===== src/rtl/led_enc_pkg.sv =====
package led_enc_pkg;

   typedef enum logic [1:0] {
      ST_IDLE = 2'd0,
      ST_SEND = 2'd1,
      ST_GAP  = 2'd2
   } enc_state_t;

endpackage


===== src/rtl/led_slot_timer.sv =====
// Counts slots inside one bit frame and says whether the current slot is high.
module led_slot_timer #(
   parameter int SLOTS_PER_BIT = 10,
   parameter int HIGH_ZERO     = 3,
   parameter int HIGH_ONE      = 6
) (
   input  logic clk,
   input  logic rst_n,
   input  logic clr,
   input  logic adv,
   input  logic bit_val,
   output logic slot_high,
   output logic last_slot
);
   localparam int SW = (SLOTS_PER_BIT > 1) ? $clog2(SLOTS_PER_BIT) : 1;
   localparam logic [SW-1:0] LAST_C = SW'(SLOTS_PER_BIT - 1);
   localparam logic [SW-1:0] H0_C   = SW'(HIGH_ZERO);
   localparam logic [SW-1:0] H1_C   = SW'(HIGH_ONE);

   logic [SW-1:0] slot_q;

   always_ff @(posedge clk) begin
      if (!rst_n || clr) begin
         slot_q <= '0;
      end else if (adv) begin
         slot_q <= (slot_q == LAST_C) ? '0 : slot_q + 1'b1;
      end
   end

   always_comb begin
      last_slot = (slot_q == LAST_C);
      slot_high = bit_val ? (slot_q < H1_C) : (slot_q < H0_C);
   end

   // a frame always wraps back to slot zero after its final slot
   a_r1_frame_wrap: assert property (@(posedge clk) disable iff (!rst_n)
      (adv && last_slot && !clr) |=> (slot_q == '0));

endmodule


===== src/rtl/led_word_shifter.sv =====
// Holds the word being sent and counts its bits.
module led_word_shifter #(
   parameter int WORD_W    = 24,
   parameter bit MSB_FIRST = 1'b1
) (
   input  logic              clk,
   input  logic              rst_n,
   input  logic              load,
   input  logic [WORD_W-1:0] load_word,
   input  logic              shift,
   output logic              cur_bit,
   output logic              last_bit
);
   localparam int BW = $clog2(WORD_W);
   localparam logic [BW-1:0] LASTB_C = BW'(WORD_W - 1);

   logic [WORD_W-1:0] sreg_q;
   logic [BW-1:0]     bcnt_q;

   generate
      if (MSB_FIRST) begin : g_msb
         always_ff @(posedge clk) begin
            if (!rst_n)      sreg_q <= '0;
            else if (load)   sreg_q <= load_word;
            else if (shift)  sreg_q <= {sreg_q[WORD_W-2:0], 1'b0};
         end
         assign cur_bit = sreg_q[WORD_W-1];
      end else begin : g_lsb
         always_ff @(posedge clk) begin
            if (!rst_n)      sreg_q <= '0;
            else if (load)   sreg_q <= load_word;
            else if (shift)  sreg_q <= {1'b0, sreg_q[WORD_W-1:1]};
         end
         assign cur_bit = sreg_q[0];
      end
   endgenerate

   always_ff @(posedge clk) begin
      if (!rst_n || load) begin
         bcnt_q <= '0;
      end else if (shift) begin
         bcnt_q <= (bcnt_q == LASTB_C) ? '0 : bcnt_q + 1'b1;
      end
   end

   assign last_bit = (bcnt_q == LASTB_C);

   // the bit count restarts after the final bit of a word
   a_r4_bit_wrap: assert property (@(posedge clk) disable iff (!rst_n)
      (shift && last_bit && !load) |=> (bcnt_q == '0));

endmodule


===== src/rtl/led_gap_timer.sv =====
// Counts ticks of the latch interval that follows the last queued word.
module led_gap_timer #(
   parameter int GAP_TICKS = 400
) (
   input  logic clk,
   input  logic rst_n,
   input  logic start,
   input  logic adv,
   output logic expire
);
   localparam int GW = $clog2(GAP_TICKS);
   localparam logic [GW-1:0] LASTG_C = GW'(GAP_TICKS - 1);

   logic [GW-1:0] cnt_q;

   always_ff @(posedge clk) begin
      if (!rst_n || start) begin
         cnt_q <= '0;
      end else if (adv && cnt_q != LASTG_C) begin
         cnt_q <= cnt_q + 1'b1;
      end
   end

   assign expire = adv && (cnt_q == LASTG_C);

endmodule


===== src/rtl/led_bit_encoder.sv =====
module led_bit_encoder
   import led_enc_pkg::*;
#(
   parameter int WORD_W        = 24,
   parameter int SLOTS_PER_BIT = 10,
   parameter int HIGH_ZERO     = 3,
   parameter int HIGH_ONE      = 6,
   parameter int GAP_TICKS     = 400,
   parameter bit MSB_FIRST     = 1'b1
) (
   input  logic              clk,
   input  logic              rst_n,
   input  logic              tick,
   input  logic              px_valid,
   output logic              px_ready,
   input  logic [WORD_W-1:0] px_data,
   output logic              led_out,
   output logic              word_done
);
   generate
      if (HIGH_ZERO < 1 || HIGH_ZERO >= HIGH_ONE || HIGH_ONE >= SLOTS_PER_BIT) begin : g_bad_pulse
         $error("pulse widths must satisfy 0 < HIGH_ZERO < HIGH_ONE < SLOTS_PER_BIT");
      end
      if (WORD_W < 2 || GAP_TICKS < 2) begin : g_bad_size
         $error("WORD_W and GAP_TICKS must be at least 2");
      end
   endgenerate

   enc_state_t state_q, state_d;
   logic send_adv, gap_adv, bit_end, word_end, accept;
   logic slot_high, last_slot, cur_bit, last_bit, gap_expire;

   assign send_adv = tick && (state_q == ST_SEND);
   assign gap_adv  = tick && (state_q == ST_GAP);
   assign bit_end  = send_adv && last_slot;
   assign word_end = bit_end && last_bit;
   assign px_ready = (state_q == ST_IDLE) || word_end;
   assign accept   = px_valid && px_ready;

   led_slot_timer #(
      .SLOTS_PER_BIT (SLOTS_PER_BIT),
      .HIGH_ZERO     (HIGH_ZERO),
      .HIGH_ONE      (HIGH_ONE)
   ) u_slot (
      .clk       (clk),
      .rst_n     (rst_n),
      .clr       (accept),
      .adv       (send_adv),
      .bit_val   (cur_bit),
      .slot_high (slot_high),
      .last_slot (last_slot)
   );

   led_word_shifter #(
      .WORD_W    (WORD_W),
      .MSB_FIRST (MSB_FIRST)
   ) u_shift (
      .clk       (clk),
      .rst_n     (rst_n),
      .load      (accept),
      .load_word (px_data),
      .shift     (bit_end),
      .cur_bit   (cur_bit),
      .last_bit  (last_bit)
   );

   led_gap_timer #(
      .GAP_TICKS (GAP_TICKS)
   ) u_gap (
      .clk    (clk),
      .rst_n  (rst_n),
      .start  (word_end && !accept),
      .adv    (gap_adv),
      .expire (gap_expire)
   );

   always_comb begin
      state_d = state_q;
      unique case (state_q)
         ST_IDLE: if (accept)     state_d = ST_SEND;
         ST_SEND: if (word_end)   state_d = accept ? ST_SEND : ST_GAP;
         ST_GAP:  if (gap_expire) state_d = ST_IDLE;
         default:                 state_d = ST_IDLE;
      endcase
   end

   always_ff @(posedge clk) begin
      if (!rst_n) begin
         state_q   <= ST_IDLE;
         led_out   <= 1'b0;
         word_done <= 1'b0;
      end else begin
         state_q   <= state_d;
         word_done <= word_end;
         if (send_adv) led_out <= slot_high;
      end
   end

   // the line holds its level on edges without a tick
   a_r5_pin_on_tick: assert property (@(posedge clk) disable iff (!rst_n)
      !tick |=> $stable(led_out));

   // the done pulse never spans two clocks
   a_r8_done_single: assert property (@(posedge clk) disable iff (!rst_n)
      word_done |=> !word_done);

   // the latch interval keeps the line low and refuses words
   a_r9_gap_quiet: assert property (@(posedge clk) disable iff (!rst_n)
      (state_q == ST_GAP) |-> (!led_out && !px_ready));

   // nothing drives the line high while idle
   a_r11_idle_low: assert property (@(posedge clk) disable iff (!rst_n)
      (state_q == ST_IDLE) |-> !led_out);

endmodule


===== config.mk =====
export PLATFORM = sky130hd
export DESIGN_NAME = led_bit_encoder
export DESIGN_NICKNAME = d
export VERILOG_FILES = /design/src/rtl/led_enc_pkg.sv /design/src/rtl/led_slot_timer.sv /design/src/rtl/led_word_shifter.sv /design/src/rtl/led_gap_timer.sv /design/src/rtl/led_bit_encoder.sv
export SDC_FILE = /design/constraint.sdc
export NUM_CORES = 1
export LEC_CHECK = 0
export BUFFER_PORTS_ARGS = -buffer_cell sky130_fd_sc_hd__clkbuf_2
export CELL_PAD_IN_SITES_DETAIL_PLACEMENT = 0
export CELL_PAD_IN_SITES_GLOBAL_PLACEMENT = 1
export CORE_MARGIN = 1.5
export CORE_UTILIZATION = 42
export CTS_BUF_LIST = sky130_fd_sc_hd__clkbuf_16
export DETAILED_ROUTE_END_ITERATION = 8
export PLACE_DENSITY = 0.8
export SYNTH_ARGS = -nofsm -noshare
export SYNTH_HDL_FRONTEND = slang
export SYNTH_SLANG_ARGS = --single-unit

===== constraint.sdc =====
create_clock -name clk -period 2.1 [get_ports clk]
set_clock_uncertainty 0.05 [all_clocks]
set_input_delay 0.63 -clock clk [delete_from_list [all_inputs] [get_ports clk]]
set_output_delay 0.63 -clock clk [all_outputs]
set_load 0.05 [all_outputs]

# Word-level counts from Yosys, hierarchy flattened
# Index checks and enable logic that the tools add are counted.
totals:
  register_bits: 46
  input_bits: 28
  output_inout_bits: 3
  wordCells: 47
classes:
  muxes: 10
  n_eq_ne: 9
  reduce_logical: 16
  add_sub_neg: 3
  n_lt_le_gt_ge: 2
ops:
  columns: ["cell", "count"]
  rows:
  - ["two-way mux 24 bit", 2]
  - ["adder 9 x 1 -> 9 bit, second input constant", 1]
  - ["== test 9 bit, second input constant", 1]
  - ["!= test 9 bit, second input constant", 1]
  - ["logical AND 1 bit", 8]
  - ["two-way mux 2 bit", 4]
  - ["!= test 2 bit, second input constant", 3]
  - ["case mux 2 bit (3 select lines)", 1]
  - ["adder 5 x 1 -> 5 bit, second input constant", 1]
  - ["== test 5 bit, second input constant", 1]
  - ["two-way mux 5 bit", 1]
  - ["adder 4 x 1 -> 4 bit, second input constant", 1]
  - ["== test 4 bit, second input constant", 1]
  - ["< comparator 4 x 2 -> 1 bit, second input constant", 1]
  - ["< comparator 4 x 3 -> 1 bit, second input constant", 1]
  - ["two-way mux 4 bit", 1]
  - ["logical OR 1 bit", 3]
  - ["AND reduction 3 bit", 1]
  - ["== test 2 x 1 -> 1 bit, second input constant", 1]
  - ["== test 2 bit, second input constant", 1]
  - ["logical NOT 1 bit", 2]
  - ["logical NOT 2 bit", 1]
  - ["nonzero test 2 bit", 1]
  - ["two-way mux 1 bit", 1]

# Longest topological paths before layout
# Gate-level depths: netlist (run 1).
depth:
  word_depth: 9
  ltp_mapped: 8

# Cells and area by module
# A second synthesis (run 1) with hierarchy kept.
hier_totals:
  hier_cells: 255
  hier_area_um2: 2270.9
by_module_without_submodules:
  columns: ["module", "instances", "area_each_um2", "cells_each", "seq_area_each_um2"]
  rows:
  - ["led_word_shifter", 1, 1375.1, 153, 580.6]
  - ["led_gap_timer", 1, 469.2, 56, 180.2]
  - ["led_slot_timer", 1, 216.5, 23, 80.1]
  - ["led_bit_encoder", 1, 210.2, 23, 80.1]

# Worst setup path before layout (run 1)
# OpenSTA, ideal clock, no wires.
synth_timing:
  kind: "input -> output"
  startpoint: "in tick"
  endpoint: "out px_ready"
  required_ns: 1.420
  cell_stages: 4
  arrival_time_ns: 1.663
  n_path_buf: 1
  slack_ns: -0.243
  path_cell_list: "and4b_1 > buf_6 > nand3_1 > o21ai_0"
synth_between:
  elab_chain_cells: 4
synth_rtl:
  columns: ["element", "line_no", "text"]
  rows:
  - ["start: declaration", "led_bit_encoder.sv:13", "input logic tick,"]
  - ["logical AND 1 bit", "led_bit_encoder.sv:33", "assign send_adv = tick && (state_q == ST_SEND);"]
  - ["logical AND 1 bit", "led_bit_encoder.sv:35", "assign bit_end = send_adv && last_slot;"]
  - ["logical AND 1 bit", "led_bit_encoder.sv:36", "assign word_end = bit_end && last_bit;"]
  - ["logical OR 1 bit", "led_bit_encoder.sv:37", "assign px_ready = (state_q == ST_IDLE) || word_end;"]
  - ["end: declaration", "led_bit_encoder.sv:15", "output logic px_ready,"]
# Every way passes these cells.

# Final worst setup path (run 1)
layout_timing:
  startpoint: "reg u_shift.bcnt_q[0]"
  endpoint: "out px_ready"
layout_between:
  elab_chain_cells: 3
layout_rtl:
  columns: ["element", "line_no", "text"]
  rows:
  - ["start: declaration", "led_word_shifter.sv:18", "logic [BW-1:0] bcnt_q;"]
  - ["start signal: assignment", "led_word_shifter.sv:42", "bcnt_q <= (bcnt_q == LASTB_C) ? '0 : bcnt_q + 1'b1;"]
  - ["== test 5 bit", "led_word_shifter.sv:46", "assign last_bit = (bcnt_q == LASTB_C);"]
  - ["logical AND 1 bit", "led_bit_encoder.sv:36", null]
  - ["logical OR 1 bit", "led_bit_encoder.sv:37", null]
# Every way passes these cells.

==> flow_summary.json, run 1 <==
{
  "required_ns": 1.42,
  "drc_errors": 0,
  "synth_seq_cells": 46,
  "synthesis.nets": 289,
  "peakVddDrop_v": 0.000423,
  "cts_tree": "yes",
  "period_share_pct": 98.3,
  "drv_cap": 0,
  "outcome": "finished clean",
  "port_buffers": 30,
  "clk_pin_slew_worst_paths_ns": 0.06,
  "num_antenna_cells": 0,
  "synth_area_mm2": 0.00213,
  "drive_gt1_share_pct": 24.0,
  "arrival_ns": 1.39,
  "final_core_util_pct": 54.4,
  "rows": 25,
  "drt_iter0_markers": 109,
  "setup-violations-final": 0,
  "grt_setup_unrepaired": "yes",
  "netlist.top_cell.by_area": "dfxtp_1",
  "cts_hold_buf": 0,
  "totalWireLength_um": 4260,
  "tns_ns": 0,
  "grt_pass1_vias": 1661,
  "pre_cts_ws_ns": 0.0881,
  "min_period_ns": 2.07,
  "drv_slew": 0,
  "root_buffer": "clkbuf_16",
  "drt-pass1-iter-count": 4,
  "crit_type": "reg2out",
  "hold_depth": 2,
  "io-pin-count": 31,
  "grt_max_degree": 47,
  "initial_core_util_pct": 44.3,
  "relSlewSlack_pct": 81.4,
  "reg2reg_depth": 5,
  "die_h_um": 74.3,
  "h-tree-depth": 2,
  "numCtsBuffers": 5,
  "grt.total_usage_pct": 17.1,
  "synthArstFlopShare_pct": 0,
  "clock_sinks": 46,
  "synth_cells": 259,
  "core_mm2": 0.00482,
  "fin_area_mm2": 0.00262,
  "final_cell_mix": "nand2_1, dfxtp_1, clkbuf_2",
  "viasPerCell": 5.16,
  "synth.area.top_cells": "dfxtp_1, nand2_1, a31oi_1",
  "placedCellCount": 357,
  "post_synth.cell_area_avg_um2": 8.24,
  "yosys.area.top_type_share_pct": 43.1,
  "setup_ws_ns": 0.0350,
  "hpwl_um": 2960,
  "antenna_found_initial": 0,
  "fmax_mhz": 484,
  "place_congestion": 0.722,
  "grt_pass1_wl_um": 7360,
  "place_area_mm2": 0.00243,
  "cellPowerDensity_mw_per_mm2": 699,
  "synth.distinct_cells": 40,
  "overflow": 0,
  "hp-class": "reg2reg",
  "worst_slew_pin_slew_ns": 0.278,
  "crit_path_end_kind": "output pin",
  "yosysWarningCount": 0,
  "hold_viol_final": 0,
  "nets": 330,
  "layout_commonest_cell": "nand2_1",
  "die-area_mm2": 0.00552,
  "antenna_left": 0,
  "synthFlopType": "dfxtp_1",
  "cp_max_fo": 3,
  "cts_buffer_depth": 2,
  "syn_to_final_growth_pct": 22.7,
  "yosysSeqAreaShare_pct": 43.1,
  "final_cells": 367,
  "synth_edf_count": 0,
  "vias": 1894,
  "cp-start-kind": "flop",
  "wl_per_cell_um": 11.6,
  "power.leakage_nw": 1.01,
  "die_w_um": 74.3,
  "clk_latency_ns": 0.28
}
[layer usage]
metal,wire length [um],part of all wire (%),vias to the layer above,global-route usage [%]
met2,1910,45,24,27.3
li1,-,-,998,-
met3,133,3.1,4,4.34
met1,2170,51,868,22.6
met5,0,0,-,0
met4,51,1.2,0,6.06
[cell usage after synthesis (all sizes together), types with 3 or more instances]
| cell | n |
|---|---|
| buf | 13 |
| xnor2 | 3 |
| nand4 | 3 |
| o21ai | 30 |
| nor2 | 13 |
| or3 | 3 |
| dfxtp | 46 |
| nor3 | 6 |
| nand3b | 3 |
| xor2 | 5 |
| and3 | 3 |
| nand2 | 56 |
| clkbuf | 4 |
| a21oi | 11 |
| nand3 | 7 |
| nor2b | 4 |
| nor3b | 6 |
| a31oi | 24 |
[stage by stage]
stage	power [mW]	hold WS [ns]
floorplan	1.05	0.397
global placement	1.11	0.408
detailed placement	1.11	0.411
CTS	1.85	0.419
global route	1.92	0.440
finish	1.83	0.414
[area by class of cell]
type	instances	area [um^2]
Fill cell	500	2200
Multi-Input combinational cell	194	1130
Sequential cell	46	923
Timing Repair Buffer	51	335
Clock buffer	5	125
Tap cell	67	83.8
Clock inverter	2	10.0
Inverter	2	7.51
[worst max-delay path: stages (launching register included)]
cell     delay, ns
dfxtp_2       0.34
ha_2          0.16
and4b_2       0.27
nand3_4       0.09
o21ai_4       0.09
buf_12        0.16
[path summary, 6_finish.rpt]
kind                      from    endpoint  slack (ns)
max          u_shift.bcnt_q[0]    px_ready        0.03
min                    led_out     led_out        0.41
max reg2reg     u_gap.cnt_q[0]  state_q[1]        0.37
min reg2reg            led_out     led_out        0.41
[what timing repair did]
action / in CTS / in global routing
gates resized for setup: 5 / 2
pin swaps: 2 / 0
buffers inserted: 2 / 1
setup endpoints to repair: 1 / 1
endpoints found under the hold margin: 0 / 0
[registers in the layout, summed over array words and instances (netlist names)]
| name | cells |
|---|---|
| u_shift.sreg_q | 24 |
| u_shift.bcnt_q | 5 |
| state_q | 2 |
| u_slot.slot_q | 4 |
| led_out | 1 |
| u_gap.cnt_q | 9 |
| word_done | 1 |
[cell families (layout without fill, tap and decap cells)]
logic type / count (synthesis) / count (layout) / synth area share, %
fa+ha+maj: 2 / 2 / 1.17
compound gates: 72 / 72 / 20.7
simple gates: 110 / 110 / 25.2
xor+xnor: 8 / 8 / 3.28
mux: 2 / 2 / 0.938
flops: 46 / 46 / 43.1
buf+inv: 19 / 60 / 5.57
[power by group]
group | total, mW | internal [mW] | switching (mW)
combinational | 0.159 | 0.0755 | 0.0835
sequential | 0.934 | 0.912 | 0.0215
clock | 0.739 | 0.430 | 0.310
Power figures use the tool's default switching activity.
==> inputs of run 2 (changes only) <==
--- a/config.mk
+++ b/config.mk
@@ -13,6 +13,8 @@
 export CTS_BUF_LIST = sky130_fd_sc_hd__clkbuf_16
 export DETAILED_ROUTE_END_ITERATION = 8
 export PLACE_DENSITY = 0.8
+export REMOVE_ABC_BUFFERS = 1
+export SLEW_MARGIN = 20
 export SYNTH_ARGS = -nofsm -noshare
 export SYNTH_HDL_FRONTEND = slang
 export SYNTH_SLANG_ARGS = --single-unit
==> run 2 against run 1 <==
  * Final cell count grew 0.27%
  * Worst hold slack worse by 0.0059 ns
  * Non-clock buffer count increased by 1
  * Critical path depth is the same
  * Core utilization shrank 0.052 points
  * Critical endpoint unchanged
  * Via count shrank 0.90%
  * Register-to-register slack worse by 0.03 ns
  * Fmax grew 1.4%
  * Largest cell class unchanged
  * Wire length increased by 4.9%
  * First-iteration DRC count is 36% lower
  * Combinational power is essentially flat
  * Largest power group unchanged
==> flow_summary.json, run 2 (synthesized netlist as in run 1, its figures left out) <==
{
  "outcome": "finished clean",
  "cts_buffer_depth": 2,
  "hp-class": "reg2reg",
  "drt-pass1-iter-count": 4,
  "crit_type": "reg2out",
  "rr_endpoint": "u_shift.sreg_q[15]",
  "viasPerCell": 5.10,
  "cp_top_family": "flip-flops",
  "num_antenna_cells": 0,
  "seq_area_um2": 923,
  "final_cells": 368,
  "hpwl_um": 3150,
  "max_stage_delay_ns": 0.35,
  "syn_to_final_growth_pct": 22.6,
  "reg2reg_depth": 7,
  "core_mm2": 0.00482,
  "worst_slew_pin_slew_ns": 0.410,
  "reg.largest.list": "u_shift.sreg_q x24, u_gap.cnt_q x9, u_shift.bcnt_q x5",
  "h-tree-depth": 2,
  "cellPowerDensity_mw_per_mm2": 695,
  "die_h_um": 74.3,
  "vias": 1877,
  "multiInputGateArea_mm2": 0.00113,
  "placedCellCount": 358,
  "crit_start": "u_shift.bcnt_q[0]",
  "reg2reg_from": "u_shift.bcnt_q[0]",
  "cts_tree": "yes",
  "largest_register_ffs": 24,
  "setup-violations-final": 0,
  "layout_commonest_cell": "nand2_1",
  "cp-start-kind": "flop",
  "place_congestion": 0.755,
  "drv_cap": 0,
  "hold_viol_final": 0,
  "numCtsBuffers": 5,
  "period_share_pct": 97.0,
  "fillerInstances": 468,
  "worst-path-buf-inv": 1,
  "fmax_mhz": 491,
  "tns_ns": 0,
  "antenna_found_initial": 0,
  "min_period_ns": 2.04,
  "antenna_left": 0,
  "cp-endpoint": "px_ready",
  "drv_slew": 0,
  "drt_iter0_markers": 70,
  "ff2ff_setup_slack_ns": 0.34,
  "die_w_um": 74.3,
  "relSlewSlack_pct": 72.7,
  "grt.total_usage_pct": 17.9,
  "peakVddDrop_v": 0.000381,
  "final_cell_mix": "nand2_1, dfxtp_1, clkbuf_2",
  "clock_sinks": 46,
  "crit_cells": 5,
  "drc_errors": 0,
  "top_register": "u_shift.sreg_q",
  "cpMaxStageDelayCell": "dfxtp_2",
  "totalWireLength_um": 4470,
  "initial_core_util_pct": 44.3,
  "grt_setup_unrepaired": "no",
  "crit_path_cell_trace": "ha_4 -> and4b_2 -> nand3_2 -> o21ai_2 -> clkbuf_8",
  "die-area_mm2": 0.00552,
  "io-pin-count": 31,
  "grt_pass1_vias": 1666,
  "cp_max_fo": 2,
  "rows": 25,
  "overflow": 0,
  "crit_path_end_kind": "output pin",
  "wl_per_cell_um": 12.1,
  "arrival_ns": 1.36,
  "drive_gt1_share_pct": 23.9,
  "clk_pin_slew_worst_paths_ns": 0.06,
  "clk_latency_ns": 0.28,
  "root_buffer": "clkbuf_16",
  "fin_area_mm2": 0.00262,
  "place_area_mm2": 0.00242,
  "required_ns": 1.42,
  "nets": 331,
  "power.leakage_nw": 1.01,
  "grt_max_degree": 43,
  "grt_pass1_wl_um": 7650,
  "whs_ns": 0.408,
  "port_buffers": 30,
  "cts_hold_buf": 0
}
-- run 2: changes by cell type in the layout (fill, tap and decap cells not counted), sizes merged --
| cell | change |
|---|---|
| clkbuf | +1 |
| clkinvlp | +1 |
| inv | +1 |
| clkinv | -2 |
-- run 2: cell type report --
type / count / area share, %
repair buffers: 52 / 12.9
clock inverters: 2 / 0.430
flip-flops and latches: 46 / 35.3
multi-input cells: 194 / 43.1
well taps: 67 / 3.20
clock buffers: 5 / 4.78
inverters: 2 / 0.287
-- run 2: what timing repair did --
| item | in CTS | in global routing |
|---|---|---|
| setup endpoints to repair | 1 | 1 |
| pin swaps | 0 | 0 |
| setup buffers | 3 | 0 |
| gates cloned | 0 | 0 |
| resized for setup | 9 | 1 |
-- run 2: power breakdown --
| part | total (mW) | leakage (nW) | internal, mW | switching, mW |
|---|---|---|---|---|
| clock network | 0.724 | 0.0671 | 0.429 | 0.295 |
| logic | 0.161 | 0.567 | 0.0733 | 0.0876 |
| registers | 0.932 | 0.378 | 0.912 | 0.0202 |
| total | 1.82 | 1.01 | 1.41 | 0.402 |
-- run 2: worst min-delay path, cell delays in order, from the launching register on --
cell and delay [ns]:
dfxtp_1 0.30, nand2_1 0.04, a21boi_0 0.06
-- run 2: layer usage --
layer,wire length (um),global-route usage (%),vias to the layer above
li1,-,-,998
met1,2200,24.8,846
met2,2070,28.3,29
met3,153,3.52,4
met4,44,5.05,0
met5,0,0,-
-- run 2: worst min-delay path by stage --
stage / slack, ns / end / cells past startpoint / startpoint
after floorplan: 0.40 / u_shift.sreg_q[1] / 2 / u_shift.sreg_q[0]
after global placement: 0.40 / led_out / 2 / led_out
after detailed placement: 0.41 / led_out / 2 / led_out
after CTS: 0.42 / led_out / 2 / led_out
after global routing: 0.43 / led_out / 2 / led_out
final: 0.41 / led_out / 2 / led_out
-- run 2: per-stage QoR --
stage | utilization (%) | worst slack [ns] | total power, mW
after floorplan | - | -0.407 | 1.03
after global placement | 50.3 | -0.0233 | 1.11
after detailed placement | 50.3 | -0.0332 | 1.11
after CTS | 54.2 | 0.0108 | 1.84
after global routing | 54.3 | 0.0151 | 1.91
final | 54.3 | 0.0625 | 1.82
